**src/rtl/jtag_scan_pkg.sv**
```systemverilog
package jtag_scan_pkg;

  typedef enum logic [3:0] {
    T_RESET, T_IDLE,
    T_SEL_DR, T_CAP_DR, T_SHF_DR, T_EX1_DR, T_PAU_DR, T_EX2_DR, T_UPD_DR,
    T_SEL_IR, T_CAP_IR, T_SHF_IR, T_EX1_IR, T_PAU_IR, T_EX2_IR, T_UPD_IR
  } tap_e;

  typedef enum logic [2:0] {
    PH_IDLE, PH_WALK_IN, PH_PRE, PH_PAY, PH_POST, PH_WALK_OUT, PH_RUN
  } phase_e;

  function automatic tap_e tap_next(tap_e s, logic tms);
    unique case (s)
      T_RESET:  return tms ? T_RESET  : T_IDLE;
      T_IDLE:   return tms ? T_SEL_DR : T_IDLE;
      T_SEL_DR: return tms ? T_SEL_IR : T_CAP_DR;
      T_CAP_DR: return tms ? T_EX1_DR : T_SHF_DR;
      T_SHF_DR: return tms ? T_EX1_DR : T_SHF_DR;
      T_EX1_DR: return tms ? T_UPD_DR : T_PAU_DR;
      T_PAU_DR: return tms ? T_EX2_DR : T_PAU_DR;
      T_EX2_DR: return tms ? T_UPD_DR : T_SHF_DR;
      T_UPD_DR: return tms ? T_SEL_DR : T_IDLE;
      T_SEL_IR: return tms ? T_RESET  : T_CAP_IR;
      T_CAP_IR: return tms ? T_EX1_IR : T_SHF_IR;
      T_SHF_IR: return tms ? T_EX1_IR : T_SHF_IR;
      T_EX1_IR: return tms ? T_UPD_IR : T_PAU_IR;
      T_PAU_IR: return tms ? T_EX2_IR : T_PAU_IR;
      T_EX2_IR: return tms ? T_UPD_IR : T_SHF_IR;
      default:  return tms ? T_SEL_DR : T_IDLE;
    endcase
  endfunction

  function automatic logic is_ir_side(tap_e s);
    return s inside {T_SEL_IR, T_CAP_IR, T_SHF_IR, T_EX1_IR, T_PAU_IR, T_EX2_IR, T_UPD_IR};
  endfunction

  // TMS bit that moves one step closer to a shift or update target
  function automatic logic tap_step(tap_e s, tap_e tgt);
    unique case (s)
      T_RESET:            return 1'b0;
      T_SEL_DR:           return is_ir_side(tgt);
      T_SEL_IR:           return !is_ir_side(tgt);
      T_CAP_DR:           return tgt != T_SHF_DR;
      T_CAP_IR:           return tgt != T_SHF_IR;
      T_EX2_DR:           return tgt != T_SHF_DR;
      T_EX2_IR:           return tgt != T_SHF_IR;
      default:            return 1'b1;
    endcase
  endfunction

endpackage

```
**src/rtl/jtag_tap_track.sv**
```systemverilog
module jtag_tap_track
  import jtag_scan_pkg::*;
(
  input  logic clk_i,
  input  logic rst_ni,
  input  logic tck_en_i,
  input  logic tms_i,
  output tap_e tap_o
);
  tap_e tap_q;

  always_ff @(posedge clk_i or negedge rst_ni) begin
    if (!rst_ni)       tap_q <= T_RESET;
    else if (tck_en_i) tap_q <= tap_next(tap_q, tms_i);
  end

  assign tap_o = tap_q;
endmodule

```
**src/rtl/jtag_scan_ctrl.sv**
```systemverilog
module jtag_scan_ctrl
  import jtag_scan_pkg::*;
#(
  parameter int LEN_W  = 8,
  parameter int PAD_W  = 4,
  parameter int IDLE_W = 4
) (
  input  logic              clk_i,
  input  logic              rst_ni,
  input  logic              start_i,
  input  logic              is_ir_i,
  input  logic [LEN_W-1:0]  len_i,
  input  logic [PAD_W-1:0]  pre_i,
  input  logic [PAD_W-1:0]  post_i,
  input  logic [IDLE_W-1:0] idle_i,
  input  logic              capture_i,
  input  tap_e              tap_i,
  output phase_e            phase_o,
  output logic              is_ir_o,
  output logic              capture_o,
  output logic              tck_en_o,
  output logic              tms_o,
  output logic              done_o,
  output logic              err_o,
  output logic [LEN_W-1:0]  cap_count_o
);
  localparam int MAX_W = (LEN_W > PAD_W) ? ((LEN_W > IDLE_W) ? LEN_W : IDLE_W)
                                         : ((PAD_W > IDLE_W) ? PAD_W : IDLE_W);
  localparam int CNT_W = MAX_W + 1;

  phase_e phase_q, phase_d;
  logic [CNT_W-1:0]  cnt_q;
  logic              is_ir_q, cap_q, clr, fin, done_q, err_q;
  logic [LEN_W-1:0]  len_q, cap_cnt_q;
  logic [PAD_W-1:0]  pre_q, post_q;
  logic [IDLE_W-1:0] idle_q;
  logic              accept;
  tap_e              shf_tgt, upd_tgt;
  logic [CNT_W-1:0]  cnt_inc;

  assign accept  = (phase_q == PH_IDLE) && start_i && (len_i != '0);
  assign shf_tgt = is_ir_q ? T_SHF_IR : T_SHF_DR;
  assign upd_tgt = is_ir_q ? T_UPD_IR : T_UPD_DR;
  assign cnt_inc = cnt_q + 1'b1;

  always_comb begin
    phase_d  = phase_q;
    tck_en_o = 1'b0;
    tms_o    = 1'b0;
    clr      = 1'b0;
    fin      = 1'b0;
    unique case (phase_q)
      PH_IDLE: begin
        clr = 1'b1;
        if (accept) phase_d = PH_WALK_IN;
      end
      PH_WALK_IN: begin
        if (tap_i == shf_tgt) begin
          clr     = 1'b1;
          phase_d = (pre_q != '0) ? PH_PRE : PH_PAY;
        end else begin
          tck_en_o = 1'b1;
          tms_o    = tap_step(tap_i, shf_tgt);
        end
      end
      PH_PRE: begin
        tck_en_o = 1'b1;
        if (cnt_inc == CNT_W'(pre_q)) begin
          clr     = 1'b1;
          phase_d = PH_PAY;
        end
      end
      PH_PAY: begin
        tck_en_o = 1'b1;
        if (cnt_inc == CNT_W'(len_q)) begin
          clr     = 1'b1;
          tms_o   = (post_q == '0);
          phase_d = (post_q != '0) ? PH_POST : PH_WALK_OUT;
        end
      end
      PH_POST: begin
        tck_en_o = 1'b1;
        if (cnt_inc == CNT_W'(post_q)) begin
          clr     = 1'b1;
          tms_o   = 1'b1;
          phase_d = PH_WALK_OUT;
        end
      end
      PH_WALK_OUT: begin
        if (tap_i == upd_tgt) begin
          clr = 1'b1;
          if (!is_ir_q && idle_q != '0) phase_d = PH_RUN;
          else begin
            phase_d = PH_IDLE;
            fin     = 1'b1;
          end
        end else begin
          tck_en_o = 1'b1;
          tms_o    = tap_step(tap_i, upd_tgt);
        end
      end
      PH_RUN: begin
        // one clock into idle, then idle_q more
        tck_en_o = 1'b1;
        if (cnt_q == CNT_W'(idle_q)) begin
          phase_d = PH_IDLE;
          fin     = 1'b1;
        end
      end
      default: phase_d = PH_IDLE;
    endcase
  end

  always_ff @(posedge clk_i or negedge rst_ni) begin
    if (!rst_ni) begin
      phase_q   <= PH_IDLE;
      cnt_q     <= '0;
      is_ir_q   <= 1'b0;
      cap_q     <= 1'b0;
      len_q     <= '0;
      pre_q     <= '0;
      post_q    <= '0;
      idle_q    <= '0;
      done_q    <= 1'b0;
      err_q     <= 1'b0;
      cap_cnt_q <= '0;
    end else begin
      phase_q <= phase_d;
      if (clr)           cnt_q <= '0;
      else if (tck_en_o) cnt_q <= cnt_inc;
      if (accept) begin
        is_ir_q <= is_ir_i;
        cap_q   <= capture_i;
        len_q   <= len_i;
        pre_q   <= pre_i;
        post_q  <= post_i;
        idle_q  <= idle_i;
      end
      done_q <= fin;
      err_q  <= (phase_q == PH_IDLE) && start_i && (len_i == '0);
      if (fin) cap_cnt_q <= cap_q ? len_q : '0;
    end
  end

  assign phase_o     = phase_q;
  assign is_ir_o     = is_ir_q;
  assign capture_o   = cap_q;
  assign done_o      = done_q;
  assign err_o       = err_q;
  assign cap_count_o = cap_cnt_q;
endmodule

```
**src/rtl/jtag_scan_data.sv**
```systemverilog
module jtag_scan_data
  import jtag_scan_pkg::*;
(
  input  phase_e phase_i,
  input  logic   is_ir_i,
  input  logic   capture_i,
  input  logic   din_i,
  input  logic   tdo_i,
  output logic   din_req_o,
  output logic   tdi_o,
  output logic   cap_valid_o,
  output logic   cap_bit_o
);
  always_comb begin
    unique case (phase_i)
      PH_PRE, PH_POST: tdi_o = is_ir_i;  // bypass fill
      PH_PAY:          tdi_o = din_i;
      default:         tdi_o = 1'b0;
    endcase
  end

  assign din_req_o   = (phase_i == PH_PAY);
  assign cap_valid_o = (phase_i == PH_PAY) && capture_i;
  assign cap_bit_o   = tdo_i;
endmodule

```
**src/rtl/jtag_scan_shifter.sv**
```systemverilog
module jtag_scan_shifter
  import jtag_scan_pkg::*;
#(
  parameter int LEN_W  = 8,
  parameter int PAD_W  = 4,
  parameter int IDLE_W = 4
) (
  input  logic              clk_i,
  input  logic              rst_ni,
  input  logic              start_i,
  input  logic              is_ir_i,
  input  logic [LEN_W-1:0]  len_i,
  input  logic [PAD_W-1:0]  pre_i,
  input  logic [PAD_W-1:0]  post_i,
  input  logic [IDLE_W-1:0] idle_i,
  input  logic              capture_i,
  input  logic              din_i,
  output logic              din_req_o,
  output logic              tck_en_o,
  output logic              tms_o,
  output logic              tdi_o,
  input  logic              tdo_i,
  output logic              cap_valid_o,
  output logic              cap_bit_o,
  output logic              busy_o,
  output logic              done_o,
  output logic              err_o,
  output logic [LEN_W-1:0]  cap_count_o
);
  tap_e   tap;
  phase_e phase;
  logic   is_ir, cap_en;

  jtag_tap_track u_tap (
    .clk_i    (clk_i),
    .rst_ni   (rst_ni),
    .tck_en_i (tck_en_o),
    .tms_i    (tms_o),
    .tap_o    (tap)
  );

  jtag_scan_ctrl #(
    .LEN_W  (LEN_W),
    .PAD_W  (PAD_W),
    .IDLE_W (IDLE_W)
  ) u_ctrl (
    .clk_i       (clk_i),
    .rst_ni      (rst_ni),
    .start_i     (start_i),
    .is_ir_i     (is_ir_i),
    .len_i       (len_i),
    .pre_i       (pre_i),
    .post_i      (post_i),
    .idle_i      (idle_i),
    .capture_i   (capture_i),
    .tap_i       (tap),
    .phase_o     (phase),
    .is_ir_o     (is_ir),
    .capture_o   (cap_en),
    .tck_en_o    (tck_en_o),
    .tms_o       (tms_o),
    .done_o      (done_o),
    .err_o       (err_o),
    .cap_count_o (cap_count_o)
  );

  jtag_scan_data u_data (
    .phase_i     (phase),
    .is_ir_i     (is_ir),
    .capture_i   (cap_en),
    .din_i       (din_i),
    .tdo_i       (tdo_i),
    .din_req_o   (din_req_o),
    .tdi_o       (tdi_o),
    .cap_valid_o (cap_valid_o),
    .cap_bit_o   (cap_bit_o)
  );

  assign busy_o = (phase != PH_IDLE);
endmodule

```
**config.mk**
```make
export PLATFORM = sky130hd
export DESIGN_NAME = jtag_scan_shifter
export DESIGN_NICKNAME = d
export VERILOG_FILES = /design/src/rtl/jtag_scan_pkg.sv /design/src/rtl/jtag_tap_track.sv /design/src/rtl/jtag_scan_ctrl.sv /design/src/rtl/jtag_scan_data.sv /design/src/rtl/jtag_scan_shifter.sv
export SDC_FILE = /design/constraint.sdc
export NUM_CORES = 1
export LEC_CHECK = 0
export BUFFER_PORTS_ARGS = -buffer_cell sky130_fd_sc_hd__buf_2
export CORE_MARGIN = 3
export CORE_UTILIZATION = 52
export DETAILED_ROUTE_END_ITERATION = 6
export PLACE_DENSITY = 0.73
export SYNTH_ARGS = -nofsm -noshare
export SYNTH_HDL_FRONTEND = slang
export SYNTH_SLANG_ARGS = --single-unit
```
**constraint.sdc**
```tcl
create_clock -name clk_i -period 2.5 [get_ports clk_i]
set_input_delay 0.5 -clock clk_i [delete_from_list [all_inputs] [get_ports clk_i]]
set_output_delay 0.5 -clock clk_i [all_outputs]
set_load 0.05 [all_outputs]
```
==> impl_metrics.toml <==
[grt]
overflow = 0
grt_max_degree = 49
grt_pass1_wl_um = 13100
antenna_found_initial = 0
grtUsageTotal_pct = 25.4
grt_pass1_vias = 2786

[clocking]
clockBufferDepth = 2
cts_tree = "built"
clk_pin_slew_ns = 0.10
cts_buffers = 5
root_buffer = "clkbuf_8"
cts.sinks = 48
clock_latency_ns = 0.31
cts.htree.levels = 2

[critical_path]
worst-endpoint-required_ns = 2.00
rr_worst_depth = 13
worstSetupPathType = "reg -> out"
rr_endpoint = "u_ctrl.cnt_q[3]"
end_kind = "primary output"
cp-start-kind = "register"
crit_arrival_ns = 2.17
setup.worst_path.start = "u_ctrl.cnt_q[0]"
rrSetupSlack_ns = -0.04
reg2reg_from = "u_tap.tap_o[0]"
worst-path-max-fanout = 5

[routing]
num_vias = 2963
route.detailed.drc = 0
totalWireLength_um = 8780
wl_per_cell_um = 17.7
ant_nets = 0
vias_per_cell = 5.97
drt_pass1_iterations = 5
first_iter_violations = 219

[synthesis]
synth_edf_count = 0
netlist_area_mm2 = 0.00303
async_flop_share_pct = 100
synth_cell_types = 55
synth_ff_type = "dfrtp_1"
ys_seq_area_share_pct = 39.6
synth-seq-cells = 48
synthTopCellsByArea = "dfrtp_1 (40%), mux2_2 (7.4%), nand2_1 (5.8%)"
synth_most_common_cell = "dfrtp_1"
syn_avg_cell_area_um2 = 8.97
synth_commonest_cells = "dfrtp_1 (48), nand2_1 (47), nor2_1 (24)"
synthCells = 338
yosys_warnings = 0
synth_top_area_share_pct = 39.6
synth_fp_nets = 366
yosysTopAreaCell = "dfrtp_1"

[timing]
setup_viol = 12
min_period_ns = 2.67
timing.slew.headroom_pct = 52.6
min_period_over_period_pct = 107
slew_violations = 0
final_hold_viol_count = 0
whs_ns = 0.144
clock_skew_ns = 0.00964
worst-slew-pin-transition_ns = 0.708
tns_ns = -0.425
rsz0062_at_grt = "true"
maxClockFrequency_mhz = 374
setup_slack_ns = -0.174

[placement]
port_buffers = 41
gp_congestion = 0.885
dpl.cell_count = 470
hpwl_um = 5470
place_area_mm2 = 0.00356

[min_path]
hold_path.class = "in -> async"

[final_layout]
antenna_cells = 0
fin_util_pct = 74.2
final_cell_area_mm2 = 0.00414
layout.cells.non_filler = 496
synthToLayoutAreaGrowth_pct = 36.3
fin_nets = 451
drive_gt1_share_pct = 44.3
final.fill_count = 389

[floorplan]
die_x_um = 82.4
die_y_um = 82.4
rows = 27
io_pins = 44
dieArea_mm2 = 0.00678
initial_core_util_pct = 54.4
core_area_mm2 = 0.00557

[power]
leakage_nw = 1.81
max-vdd-ir-drop_mv = 0.765
powerDensity_mw_per_mm2 = 1140

[job]
drv_cap = 0

[run_status]
run_status = "finished with violations"
violations = "setup timing"
power breakdown:
group / internal [mW] / switching, mW
sequential: 1.03 / 0.292
clock: 0.328 / 0.280
combinational: 1.31 / 1.46
total: 2.67 / 2.03
state kept, by name, summed over array words and instances, names as in the netlist:
register and cells:
u_ctrl.cnt_q 9, u_ctrl.cap_count_o 8, u_ctrl.len_q 8, u_ctrl.idle_q 4, u_ctrl.post_q 4, u_ctrl.pre_q 4
u_tap.tap_o 4, u_ctrl.phase_o 3, u_ctrl.capture_o 1, u_ctrl.done_o 1, u_ctrl.err_o 1, u_ctrl.is_ir_o 1
layout make-up:
cell class / instances / area (um2) / share of cell area, %
Timing Repair Buffer: 104 / 746 / 18.0
Clock inverter: 2 / 38.8 / 0.938
Multi-Input combinational cell: 255 / 1940 / 46.9
Tap cell: 72 / 90.1 / 2.18
Sequential cell: 48 / 1200 / 29.1
Clock buffer: 6 / 82.6 / 2.00
Inverter: 9 / 33.8 / 0.817
worst max path at each step:
stage / end / slack, ns / cells past startpoint
after floorplan: tms_o / 0.01 / 7
after global placement: tms_o / 0.02 / 6
after detailed placement: u_ctrl.cap_count_o[1] / -0.02 / 7
after CTS: tms_o / -0.09 / 6
after global routing: tms_o / -0.24 / 8
final: tms_o / -0.17 / 8
worst max-delay path: stages (launching register included):
cell and delay (ns):
dfrtp_1 0.43, buf_6 0.14, buf_6 0.13, xor2_1 0.18, nand2_1 0.11, nor4_2 0.28, o211ai_1 0.17, o21ai_2 0.25
buf_6 0.19
layer usage:
layer	vias to the layer above	GRT usage, %	share of wire (%)
met5	-	0	0
met1	1437	31.8	40
met3	28	3.90	5.3
met2	123	43.0	51
li1	1375	-	-
met4	0	11.1	3.9
per-stage QoR:
step,power [mW],worst slack [ns]
after detailed placement,3.50,-0.0247
final,4.70,-0.174
after global placement,3.43,0.0177
after floorplan,2.77,0.0115
after global routing,4.96,-0.243
after CTS,4.31,-0.0888
cell families (layout without fill, tap and decap cells):
kind of cell / count (synthesis) / after routing / synth area share [%]
buffers and inverters: 37 / 121 / 5.82
adders and majority gates: 1 / 1 / 0.412
xor gates and xnor gates: 34 / 34 / 10.3
and+or+nand+nor: 128 / 128 / 20.5
muxes: 22 / 22 / 8.09
AOI/OAI and AO/OA: 68 / 70 / 15.3
DFF: 48 / 48 / 39.6
cells in the final DEF, fill, tap and decap left out, types with 5 or more instances in the layout:
cell type and instances:
o21ai_1 8, o21ai_0 11, clkbuf_8 6, nand2_1 45
buf_6 12, nor2_1 19, mux2_2 20, inv_1 8
xor2_1 12, buf_4 50, xnor2_1 17, dfrtp_1 46
buf_2 40, nand4_1 5, a21oi_1 9, nor3_1 10
nand3_1 9
repair_timing:
action,4_1_cts,5_1_grt
hold buffers,0,0
endpoints found under the hold margin,0,0
endpoints found under the setup margin,11,25
setup buffers,11,9
cloned,1,2
gates resized for setup,33,40
pin swaps,11,27
Note: power is estimated with default switching activity, not from simulation.
